`src/rtl/nib_cart_pkg.sv`:
```
package nib_cart_pkg;
  localparam int NIB_W    = 4;
  localparam int NREG     = 8;
  localparam int RAM_DEPTH = 32;
  localparam int CLK_ENT  = 16;
  localparam int RAM_AW   = $clog2(RAM_DEPTH);

  localparam logic [3:0] IX_BANK_LO = 4'h0;
  localparam logic [3:0] IX_BANK_HI = 4'h1;
  localparam logic [3:0] IX_WR_LO   = 4'h4;
  localparam logic [3:0] IX_WR_HI   = 4'h5;
  localparam logic [3:0] IX_ADR_HI  = 4'h6;
  localparam logic [3:0] IX_ADR_LO  = 4'h7;
  localparam logic [3:0] IX_STATUS  = 4'hA;
  localparam logic [3:0] IX_RD_LO   = 4'hC;
  localparam logic [3:0] IX_RD_HI   = 4'hD;

  typedef enum logic [2:0] {
    CMD_RAM_WR = 3'd0,
    CMD_RAM_RD = 3'd1,
    CMD_MISC   = 3'd2,
    CMD_CLK    = 3'd4
  } cmd_e;

  // misc command addresses; clock slots for minutes and hours
  localparam logic [4:0] MISC_MIN_WR = 5'd4;
  localparam logic [4:0] MISC_HR_WR  = 5'd5;
  localparam logic [4:0] MISC_MIN_RD = 5'd6;
  localparam logic [4:0] MISC_HR_RD  = 5'd7;
  localparam logic [3:0] CK_MIN_U = 4'd2;
  localparam logic [3:0] CK_MIN_T = 4'd3;
  localparam logic [3:0] CK_HR_U  = 4'd4;
  localparam logic [3:0] CK_HR_T  = 4'd5;
endpackage

```
`src/rtl/nib_regfile.sv`:
```
module nib_regfile #(
  parameter int NREG = 8,
  parameter int W    = 4,
  localparam int IW  = $clog2(NREG)
) (
  input  logic                     clk_i,
  input  logic                     rst_ni,
  input  logic                     we_i,
  input  logic [IW-1:0]            idx_i,
  input  logic [W-1:0]             din_i,
  output logic [NREG-1:0][W-1:0]   regs_o
);
  logic [NREG-1:0][W-1:0] regs_q;

  for (genvar g = 0; g < NREG; g++) begin : g_reg
    always_ff @(posedge clk_i or negedge rst_ni) begin
      if (!rst_ni)                          regs_q[g] <= '0;
      else if (we_i && idx_i == IW'(g))     regs_q[g] <= din_i;
    end
  end

  assign regs_o = regs_q;

  assert_mask_R2: assert property (@(posedge clk_i) disable iff (!rst_ni)
    we_i |=> regs_q[$past(idx_i)] == $past(din_i));
  assert_hold_R12: assert property (@(posedge clk_i) disable iff (!rst_ni)
    !we_i |=> $stable(regs_q));
endmodule

```
`src/rtl/nib_ram.sv`:
```
module nib_ram #(
  parameter int DEPTH = 32,
  parameter int DW    = 8,
  localparam int AW   = $clog2(DEPTH)
) (
  input  logic          clk_i,
  input  logic          rst_ni,
  input  logic          we_i,
  input  logic [AW-1:0] waddr_i,
  input  logic [DW-1:0] wdata_i,
  input  logic [AW-1:0] raddr_i,
  output logic [DW-1:0] rdata_o
);
  logic [DEPTH-1:0][DW-1:0] mem_q;

  for (genvar g = 0; g < DEPTH; g++) begin : g_word
    always_ff @(posedge clk_i or negedge rst_ni) begin
      if (!rst_ni)                          mem_q[g] <= '0;
      else if (we_i && waddr_i == AW'(g))   mem_q[g] <= wdata_i;
    end
  end

  assign rdata_o = mem_q[raddr_i];

  assert_ram_store_R4: assert property (@(posedge clk_i) disable iff (!rst_ni)
    we_i |=> mem_q[$past(waddr_i)] == $past(wdata_i));
  assert_ram_quiet_R10: assert property (@(posedge clk_i) disable iff (!rst_ni)
    !we_i |=> $stable(mem_q));
endmodule

```
`src/rtl/nib_clk_file.sv`:
```
module nib_clk_file #(
  parameter int NENT = 16,
  parameter int W    = 4,
  localparam int IW  = $clog2(NENT)
) (
  input  logic                   clk_i,
  input  logic                   rst_ni,
  input  logic                   a_we_i,
  input  logic [IW-1:0]          a_idx_i,
  input  logic [W-1:0]           a_val_i,
  input  logic                   b_we_i,
  input  logic [IW-1:0]          b_idx_i,
  input  logic [W-1:0]           b_val_i,
  input  logic                   u_we_i,
  input  logic [IW-1:0]          u_idx_i,
  input  logic [W-1:0]           u_val_i,
  output logic [NENT-1:0][W-1:0] regs_o
);
  logic [NENT-1:0][W-1:0] ent_q;

  // host lanes take priority over the timekeeper lane
  for (genvar g = 0; g < NENT; g++) begin : g_ent
    always_ff @(posedge clk_i or negedge rst_ni) begin
      if (!rst_ni)                              ent_q[g] <= '0;
      else if (a_we_i && a_idx_i == IW'(g))     ent_q[g] <= a_val_i;
      else if (b_we_i && b_idx_i == IW'(g))     ent_q[g] <= b_val_i;
      else if (u_we_i && u_idx_i == IW'(g))     ent_q[g] <= u_val_i;
    end
  end

  assign regs_o = ent_q;

  assert_host_lane_R6: assert property (@(posedge clk_i) disable iff (!rst_ni)
    a_we_i |=> ent_q[$past(a_idx_i)] == $past(a_val_i));
  assert_host_wins_R11: assert property (@(posedge clk_i) disable iff (!rst_ni)
    (a_we_i && u_we_i && a_idx_i == u_idx_i) |=> ent_q[$past(u_idx_i)] == $past(a_val_i));
  assert_clk_quiet_R10: assert property (@(posedge clk_i) disable iff (!rst_ni)
    (!a_we_i && !b_we_i && !u_we_i) |=> $stable(ent_q));
endmodule

```
`src/rtl/nib_cart_ctrl.sv`:
```
module nib_cart_ctrl
  import nib_cart_pkg::*;
(
  input  logic       clk_i,
  input  logic       rst_ni,
  input  logic       bus_we_i,
  input  logic       bus_sel_i,
  input  logic [7:0] bus_wdata_i,
  output logic [7:0] bus_rdata_o,
  output logic [7:0] bank_o,
  input  logic       tk_we_i,
  input  logic [3:0] tk_idx_i,
  input  logic [3:0] tk_val_i
);
  localparam int RIW = $clog2(NREG);
  localparam int CIW = $clog2(CLK_ENT);

  logic [3:0]                    idx_q;
  logic [NREG-1:0][NIB_W-1:0]    nreg;
  logic [CLK_ENT-1:0][NIB_W-1:0] ck;
  logic                          data_we, go;
  logic [2:0]                    cmd;
  logic [RAM_AW-1:0]             wr_addr, rd_addr;
  logic [7:0]                    wr_byte, ram_rd, fetched;
  logic                          ram_we;
  logic                          a_we, b_we;
  logic [CIW-1:0]                a_idx, b_idx;
  logic [NIB_W-1:0]              a_val, b_val;

  always_ff @(posedge clk_i or negedge rst_ni) begin
    if (!rst_ni)                    idx_q <= '0;
    else if (bus_we_i && bus_sel_i) idx_q <= bus_wdata_i[3:0];
  end

  assign data_we = bus_we_i && !bus_sel_i && (idx_q < 4'(NREG));

  nib_regfile #(.NREG(NREG), .W(NIB_W)) u_regs (
    .clk_i (clk_i),
    .rst_ni(rst_ni),
    .we_i  (data_we),
    .idx_i (idx_q[RIW-1:0]),
    .din_i (bus_wdata_i[3:0]),
    .regs_o(nreg)
  );

  // command setup; address-low comes from the bus in the trigger cycle
  assign go      = data_we && (idx_q == IX_ADR_LO);
  assign cmd     = nreg[IX_ADR_HI[RIW-1:0]][3:1];
  assign wr_addr = {nreg[IX_ADR_HI[RIW-1:0]][0], bus_wdata_i[3:0]};
  assign rd_addr = {nreg[IX_ADR_HI[RIW-1:0]][0], nreg[IX_ADR_LO[RIW-1:0]]};
  assign wr_byte = {nreg[IX_WR_HI[RIW-1:0]], nreg[IX_WR_LO[RIW-1:0]]};
  assign ram_we  = go && (cmd == CMD_RAM_WR);

  nib_ram #(.DEPTH(RAM_DEPTH), .DW(8)) u_ram (
    .clk_i  (clk_i),
    .rst_ni (rst_ni),
    .we_i   (ram_we),
    .waddr_i(wr_addr),
    .wdata_i(wr_byte),
    .raddr_i(rd_addr),
    .rdata_o(ram_rd)
  );

  always_comb begin
    a_we  = 1'b0;
    b_we  = 1'b0;
    a_idx = '0;
    b_idx = '0;
    a_val = wr_byte[3:0];
    b_val = wr_byte[7:4];
    if (go && cmd == CMD_MISC) begin
      if (wr_addr == MISC_MIN_WR) begin
        a_we = 1'b1; a_idx = CK_MIN_U;
        b_we = 1'b1; b_idx = CK_MIN_T;
      end else if (wr_addr == MISC_HR_WR) begin
        a_we = 1'b1; a_idx = CK_HR_U;
        b_we = 1'b1; b_idx = CK_HR_T;
      end
    end else if (go && cmd == CMD_CLK && !wr_addr[0]) begin
      a_we  = 1'b1;
      a_idx = wr_byte[3:0];
      a_val = wr_byte[7:4];
    end
  end

  nib_clk_file #(.NENT(CLK_ENT), .W(NIB_W)) u_clk (
    .clk_i  (clk_i),
    .rst_ni (rst_ni),
    .a_we_i (a_we),
    .a_idx_i(a_idx),
    .a_val_i(a_val),
    .b_we_i (b_we),
    .b_idx_i(b_idx),
    .b_val_i(b_val),
    .u_we_i (tk_we_i),
    .u_idx_i(tk_idx_i),
    .u_val_i(tk_val_i),
    .regs_o (ck)
  );

  // byte fetched for the read-data indices
  always_comb begin
    fetched = 8'h00;
    unique case (cmd)
      CMD_RAM_RD: fetched = ram_rd;
      CMD_MISC: begin
        if (rd_addr == MISC_MIN_RD)     fetched = {ck[CK_MIN_T], ck[CK_MIN_U]};
        else if (rd_addr == MISC_HR_RD) fetched = {ck[CK_HR_T], ck[CK_HR_U]};
        else                            fetched = {3'b000, rd_addr};
      end
      CMD_CLK: fetched = {4'h0, ck[nreg[IX_WR_LO[RIW-1:0]]]};
      default: fetched = 8'h00;
    endcase
  end

  always_comb begin
    bus_rdata_o = 8'hF0;
    if (idx_q == IX_STATUS) begin
      bus_rdata_o = 8'hF1;
    end else if (idx_q == IX_RD_LO) begin
      bus_rdata_o = 8'hF0 | {4'h0, fetched[3:0]};
    end else if (idx_q == IX_RD_HI) begin
      if (cmd != CMD_CLK) bus_rdata_o = 8'hF0 | {4'h0, fetched[7:4]};
    end
  end

  assign bank_o = {nreg[IX_BANK_HI[RIW-1:0]], nreg[IX_BANK_LO[RIW-1:0]]};

  assert_status_R5: assert property (@(posedge clk_i) disable iff (!rst_ni)
    (idx_q == IX_STATUS) |-> bus_rdata_o == 8'hF1);
  assert_bank_src_R3: assert property (@(posedge clk_i) disable iff (!rst_ni)
    !$stable(bank_o) |-> $past(bus_we_i && !bus_sel_i && idx_q < 4'd2));
  assert_clk_rdhi_R7: assert property (@(posedge clk_i) disable iff (!rst_ni)
    (idx_q == IX_RD_HI && cmd == 3'd4) |-> bus_rdata_o == 8'hF0);
  assert_no_trigger_R12: assert property (@(posedge clk_i) disable iff (!rst_ni)
    (bus_we_i && !bus_sel_i && idx_q != IX_ADR_LO) |-> !ram_we && !a_we && !b_we);
endmodule

```
`config.mk`:
```
export PLATFORM = sky130hd
export DESIGN_NAME = nib_cart_ctrl
export DESIGN_NICKNAME = d
export VERILOG_FILES = /design/src/rtl/nib_cart_pkg.sv /design/src/rtl/nib_regfile.sv /design/src/rtl/nib_ram.sv /design/src/rtl/nib_clk_file.sv /design/src/rtl/nib_cart_ctrl.sv
export SDC_FILE = /design/constraint.sdc
export NUM_CORES = 1
export LEC_CHECK = 0
export BUFFER_PORTS_ARGS = -buffer_cell sky130_fd_sc_hd__buf_4
export CAP_MARGIN = 20
export CORE_UTILIZATION = 47
export DETAILED_ROUTE_END_ITERATION = 8
export PLACE_DENSITY = 0.69
export SETUP_SLACK_MARGIN = 0.1
export SKIP_CTS_REPAIR_TIMING = 1
export SLEW_MARGIN = 25
export SYNTH_ARGS = -nofsm -noshare
export SYNTH_HDL_FRONTEND = slang
export SYNTH_SLANG_ARGS = --single-unit
```
`constraint.sdc`:
```
create_clock -name clk_i -period 5 [get_ports clk_i]
set_input_delay 0.5 -clock clk_i [delete_from_list [all_inputs] [get_ports clk_i]]
set_output_delay 0.5 -clock clk_i [all_outputs]
set_load 0.005 [all_outputs]
```
== Word level (Yosys, flattened, before mapping) ==
Cells that the tools add are included.
Widths: inputs -> output; s select.
Storage, ports and cells
  output and inout port bits: 16
  input bits: 21
  bits in registers: 348
  logic and storage cells: 340
Operators by class
  eq/ne operators: 91
  reductions and logical operators: 118
  mux-type cells: 73
  magnitude comparators: 3
Operators by type and width (number)
  $mux 4: 58
  $eq 4x4->1 const B: 27
  $logic_and 1x1->1: 94
  $eq 5x5->1 const B: 16
  $eq 4x3->1 const B: 13
  $reduce_bool 3->1: 16
  $bmux 8 s5: 1
  $eq 5x4->1 const B: 8
  $eq 5x3->1 const B: 6
  $eq 4x2->1 const B: 6
  $mux 8: 3
  $pmux 8 s3: 1
  $bmux 4 s4: 1
  $eq 3x3->1 const B: 5
  $eq 4x1->1 const B: 3
  $logic_not 4->1: 3
  $mux 3: 4
  $eq 5x2->1 const B: 2
  $eq 3x1->1 const B: 2
  $logic_not 3->1: 2
  $lt 5x6->1 const B: 1
  $eq 5x1->1 const B: 1
  $logic_not 5->1: 1
  $lt 4x5->1 const B: 1
  5 further kinds: 10

== Depth between registers and ports, before layout ==
  word-level depth: 11
  depth in mapped cells: 10

== Modules after synthesis ==
From an unflattened synthesis, not the netlist that was laid out.
Unflattened totals
  cells, all modules: 1399
  area, all modules: 18570.3 um2
By module, submodules not included
  nib_ram: area each 11695.0 um2, cells each 699, sequential area each 6406.1 um2, instances 1
  nib_clk_file: area each 4300.4 um2, cells each 505, sequential area each 1601.5 um2, instances 1
  nib_regfile: area each 1311.3 um2, cells each 72, sequential area each 800.8 um2, instances 1
  nib_cart_ctrl: area each 1263.7 um2, cells each 123, sequential area each 100.1 um2, instances 1

== Least setup slack after synthesis ==
Ideal clock, no wire load.
  path type: register to output
  start point: reg u_regs.regs_q, in the netlist u_regs.regs_o[28]
  end point: out bus_rdata_o[0]
  buffers on the path: 4
  cell stages (with the launch flop): 10
  arrival: 2.337 ns
  setup slack: 2.163 ns
  path through: dfrtp_1 -> buf_4 -> buf_2 -> buf_2 -> buf_2 -> mux4_2 -> mux2i_1 -> nor4_1 -> a211oi_1 -> nand3_1
On the way
  cells in the longest elaborated chain, start to end: 8
  elaborated cells on any way between the ends: 11
Ends and longest elaborated chain
  from (decl): line nib_regfile.sv:13  | logic [NREG-1:0][W-1:0] regs_q;
  from (signal, indexed assignment): line nib_regfile.sv:18  | else if (we_i && idx_i == IW'(g)) regs_q[g] <= din_i;
  parallel branches: the longest is 3 deep, another holds $bmux 8 s5
  $pmux 8 s3 *: line nib_cart_ctrl.sv:104  | unique case (cmd)
  $mux 4: line nib_cart_ctrl.sv:123  | if (cmd != CMD_CLK) bus_rdata_o = 8'hF0 | {4'h0, fetched[7:4]};
  $mux 4: line nib_cart_ctrl.sv:122  | end else if (idx_q == IX_RD_HI) begin
  $mux 4 *: line nib_cart_ctrl.sv:120  | end else if (idx_q == IX_RD_LO) begin
  $mux 4 *: line nib_cart_ctrl.sv:118  | if (idx_q == IX_STATUS) begin
  to (decl): line nib_cart_ctrl.sv:9  | output logic [7:0] bus_rdata_o,
Mark *: on every way between the ends. The select of a mux whose other input is x is not followed.

== Final worst setup path ==
  start point: reg u_regs.regs_q, in the netlist u_regs.regs_o[28]
  end point: out bus_rdata_o[1]
Same word-level chain as after synthesis.

==> flow_results.org <==
** Status
- The flow ran to the end, and the final reports show no timing, DRC or antenna violations.

** Floorplanning
- Initial Utilization :: 0.476
- Boundary pin count :: 37
- Floorplan core area :: approximately 0.037 sq mm
- Die area :: 0.0378 sq mm
- Die span in y :: 194 microns
- Number of placement rows :: 70
- The die is 194 microns wide.

** Synthesis
- Ys Warns :: 0
- Mapped Cells :: approximately 1,300
- Share of flip-flops with an asynchronous set or reset after synthesis :: 1.00
- Counting flops and latches in the post-synthesis netlist gives 348.
- After synthesis, the mean cell area works out to between 10 and 15 sq um.
- Of the post-synthesis cell area, the dominant cell type holds 0.501.
- Area of the mapped netlist :: around 0.017 sq mm
- Distinct cell type count after synthesis :: 60
- Counting flops with a built-in enable in the synthesized netlist gives 0.
- Main synth FF type :: sky130_fd_sc_hd__dfrtp_1
- Of all cell types, the one taking the most synthesized area is sky130_fd_sc_hd__dfrtp_1.
- Yosys attributes the largest share of cell area to sky130_fd_sc_hd__dfrtp_1, sky130_fd_sc_hd__mux2_2, sky130_fd_sc_hd__mux4_2, sky130_fd_sc_hd__mux2i_1, sky130_fd_sc_hd__clkbuf_1.
- Post-synthesis sequential area ratio :: 0.501

** Clock network
- TritonCTS built the clock tree.
- H-tree Lvls :: 2
- The clock passes through at most 3 buffers.
- CTS root buf :: sky130_fd_sc_hd__clkbuf_16
- Buffers inserted during clock tree synthesis total 38.
- For the worst-skew pair, the clock arrives at the later sink with an insertion delay of around 0.54 ns.
- Clock sinks :: around 350
- Clock transition at the registers of the reported paths :: roughly 0.060 ns

** Timing
- Worst hold slack after final layout :: 0.00386 ns
- Slew at the pin closest to its max-slew limit :: roughly 1.0 ns
- Setup violations remaining at the end of the flow were counted as 0.
- Least setup slack across all paths after layout :: about 0.91 ns
- Number of max-slew violations in the final report :: 0
- Min cycle time layout :: slightly above 4 ns
- Headroom to the max-slew limit came out at 0.305.
- Fmax :: around 240 MHz
- Post-Route Skew :: 0.0214 ns
- Unrepaired setup endpoints after global routing :: false
- In the finished design, the share of the clock period the worst path needs comes to 0.817.
- Post-Route Setup TNS :: 0 ns
- The count of endpoints failing hold in the final timing report came to 0.

** Route
- The first TritonRoute pass finished after 5 iterations.
- In the routed design, unresolved DRC markers number 0.
- In the routed layout, each cell is associated on average with a via count of between 6 and 7.
- In the final routed layout, each cell accounts on average for 24.1 microns.
- The routed design has 42.7 mm of wire.
- Via count :: between 10,000 and 15,000
- The detailed router finished its first iteration with 963 violations.
- The count of nets left with antenna violations once routing finished came out at 0.

** Critical path
- The worst register-to-register path ends at u_ram.mem_q[156].
- At the worst endpoint, the required time is 4.50 ns.
- Critical-path maximum fanout :: 26
- Crit Path Class :: reg2out
- Gate family responsible for the most delay along the worst path :: multiplexers
- Data on the critical path arrives at its endpoint at 3.59 ns.
- The worst setup path is captured at an output pin.
- The largest individual stage delay along the critical path comes from the cell sky130_fd_sc_hd__dfrtp_4.
- Counting both buffers and inverters, the worst setup path holds a total of 2.
- The worst setup path is launched from a flop.
- The worst register-to-register path begins at idx_q[3].
- Critical path's most frequent cell :: sky130_fd_sc_hd__mux4_2
- In this design, the stage delay of the slowest critical-path cell is 0.73 ns.
- Counting cells, the worst reg-to-reg path comes to 6.
- The critical path goes through buf_12, mux4_2, mux4_2, mux2_2, a221oi_1, a211oi_1, buf_4.
- The worst register-to-register path has a setup slack of 1.89 ns.

** Power
- Part of the power in the clock network :: 0.345
- Total design power :: between 8 and 9 mW
- Net Sw Frac :: 0.330
- For this design the static power due to leakage is 8.95 nW.
- The internal power of the cells totals between 5 and 6 mW.
- Worst IR drop on VDD :: between 0.3 and 0.4 mV
- Sw Pwr :: 2.74 mW
- The share of total power dissipated in combinational logic is 0.229.
- Of the total power, registers draw 0.427.
- Dividing total power by cell area gives a power density of 430 mW/mm^2.

** Final layout
- From synthesis to final layout, the design area changed by 10.9%.
- Post-layout net count :: 1,295
- Highest-count cells in the layout ignoring fill and taps :: sky130_fd_sc_hd__dfrtp_1, sky130_fd_sc_hd__mux2_2, sky130_fd_sc_hd__mux2i_1, sky130_fd_sc_hd__mux4_2, sky130_fd_sc_hd__nand2_1
- Summing all non-filler instances in the final layout gives an area of 0.0193 sq mm.
- Leading cell type in the layout, fill and taps excluded :: sky130_fd_sc_hd__dfrtp_1
- Layout cells sized above 1 :: 0.400

** Global route
- Summed over all layers, the global routing overflow is 0.
- Antenna violations before repair :: 3
- Overall fraction of global-route tracks in use :: 0.235
- The number of global-route vias before repair came to about 11,000.
- Pin count of the biggest net entering global routing :: 115
- The first global-routing pass estimated slightly below 70 mm of wire.

** Placed design
- Sum of net half-perimeters after detailed placement :: 27.8 mm
- Timing analysis after detailed placement gives a worst setup slack of around 1.3 ns.
- The count of buffers added on input and output ports is 28.
- DP Area :: 0.0180 sq mm
- Final GP Congestion :: approximately 0.9

** Min path
- Class of the tightest hold or removal check :: in2async

** Job
- Max-cap violations :: 0
-- layer usage --
layer / part of all wire / track usage / vias up / routed length, microns
li1: - / - / 4761 / -
met1: 0.44 / 0.335 / 5827 / 18900
met2: 0.47 / 0.369 / 321 / 20100
met3: 0.064 / 0.0486 / 65 / 2730
met4: 0.021 / 0.0585 / 4 / 882
met5: 0.00077 / 0 / - / 33
-- cells in the mapped netlist (all sizes together) (16+ instances only) --
| master | number |
|---|---|
| mux2i | 114 |
| nor2b | 16 |
| buf | 36 |
| dfrtp | 348 |
| a21oi | 30 |
| clkbuf | 69 |
| nor3 | 17 |
| o21ai | 18 |
| nand3 | 29 |
| nor2 | 51 |
| mux4 | 78 |
| nand2 | 57 |
| mux2 | 293 |
-- kinds of logic (layout without fill, tap and decap cells) --
group,Yosys count,count (layout),synth area share
AND/OR/NAND/NOR,236,236,0.0762
other,1,5,0.000216
buffers and inverters,110,128,0.0274
AO/OA/AOI/OAI,100,100,0.0386
multiplexers,485,485,0.357
flip-flops,348,348,0.501
-- worst max path at each step --
stage / from / endpoint / slack, ns / cells past startpoint
global placement: u_regs.regs_o[28] / bus_rdata_o[3] / 1.33 / 7
global route: u_regs.regs_o[28] / bus_rdata_o[1] / 0.78 / 7
floorplan: u_regs.regs_o[28] / bus_rdata_o[0] / 2.16 / 9
finish: u_regs.regs_o[28] / bus_rdata_o[1] / 0.91 / 7
detailed placement: u_regs.regs_o[28] / bus_rdata_o[3] / 1.34 / 7
CTS: u_regs.regs_o[28] / bus_rdata_o[2] / 0.75 / 8
-- through the flow --
stage,util,cells
2_1_floorplan,-,1283
3_3_place_gp,0.492,1701
3_5_place_dp,0.492,1701
4_1_cts,0.527,1768
5_1_grt,0.528,1769
6_report,0.528,1770
-- layout make-up --
type / count / area, sq um
clock buffers: 56 / 1140
fillers: 3040 / 17200
clock inverters: 11 / 151
diodes: 1 / 2.50
flip-flops and latches: 348 / 8720
well taps: 468 / 586
multi-input cells: 825 / 8210
repair buffers: 56 / 453
inverters: 5 / 18.8
-- power groups by stage --
stage | clock network, mW | logic [mW] | registers (mW)
5_1_grt | 3.02 | 2.04 | 3.58
4_1_cts | 2.91 | 1.83 | 3.57
3_5_place_dp | 0 | 1.83 | 3.62
3_3_place_gp | 0 | 1.80 | 3.61
2_1_floorplan | 0 | 1.52 | 3.19
6_report | 2.86 | 1.90 | 3.54
-- state kept, by name, indices dropped and copies added, names as in the netlist --
register / flops
u_clk.regs_o: 64
idx_q: 4
u_regs.regs_o: 24
u_ram.mem_q: 256
No activity file was read; power rests on OpenSTA's default activity.
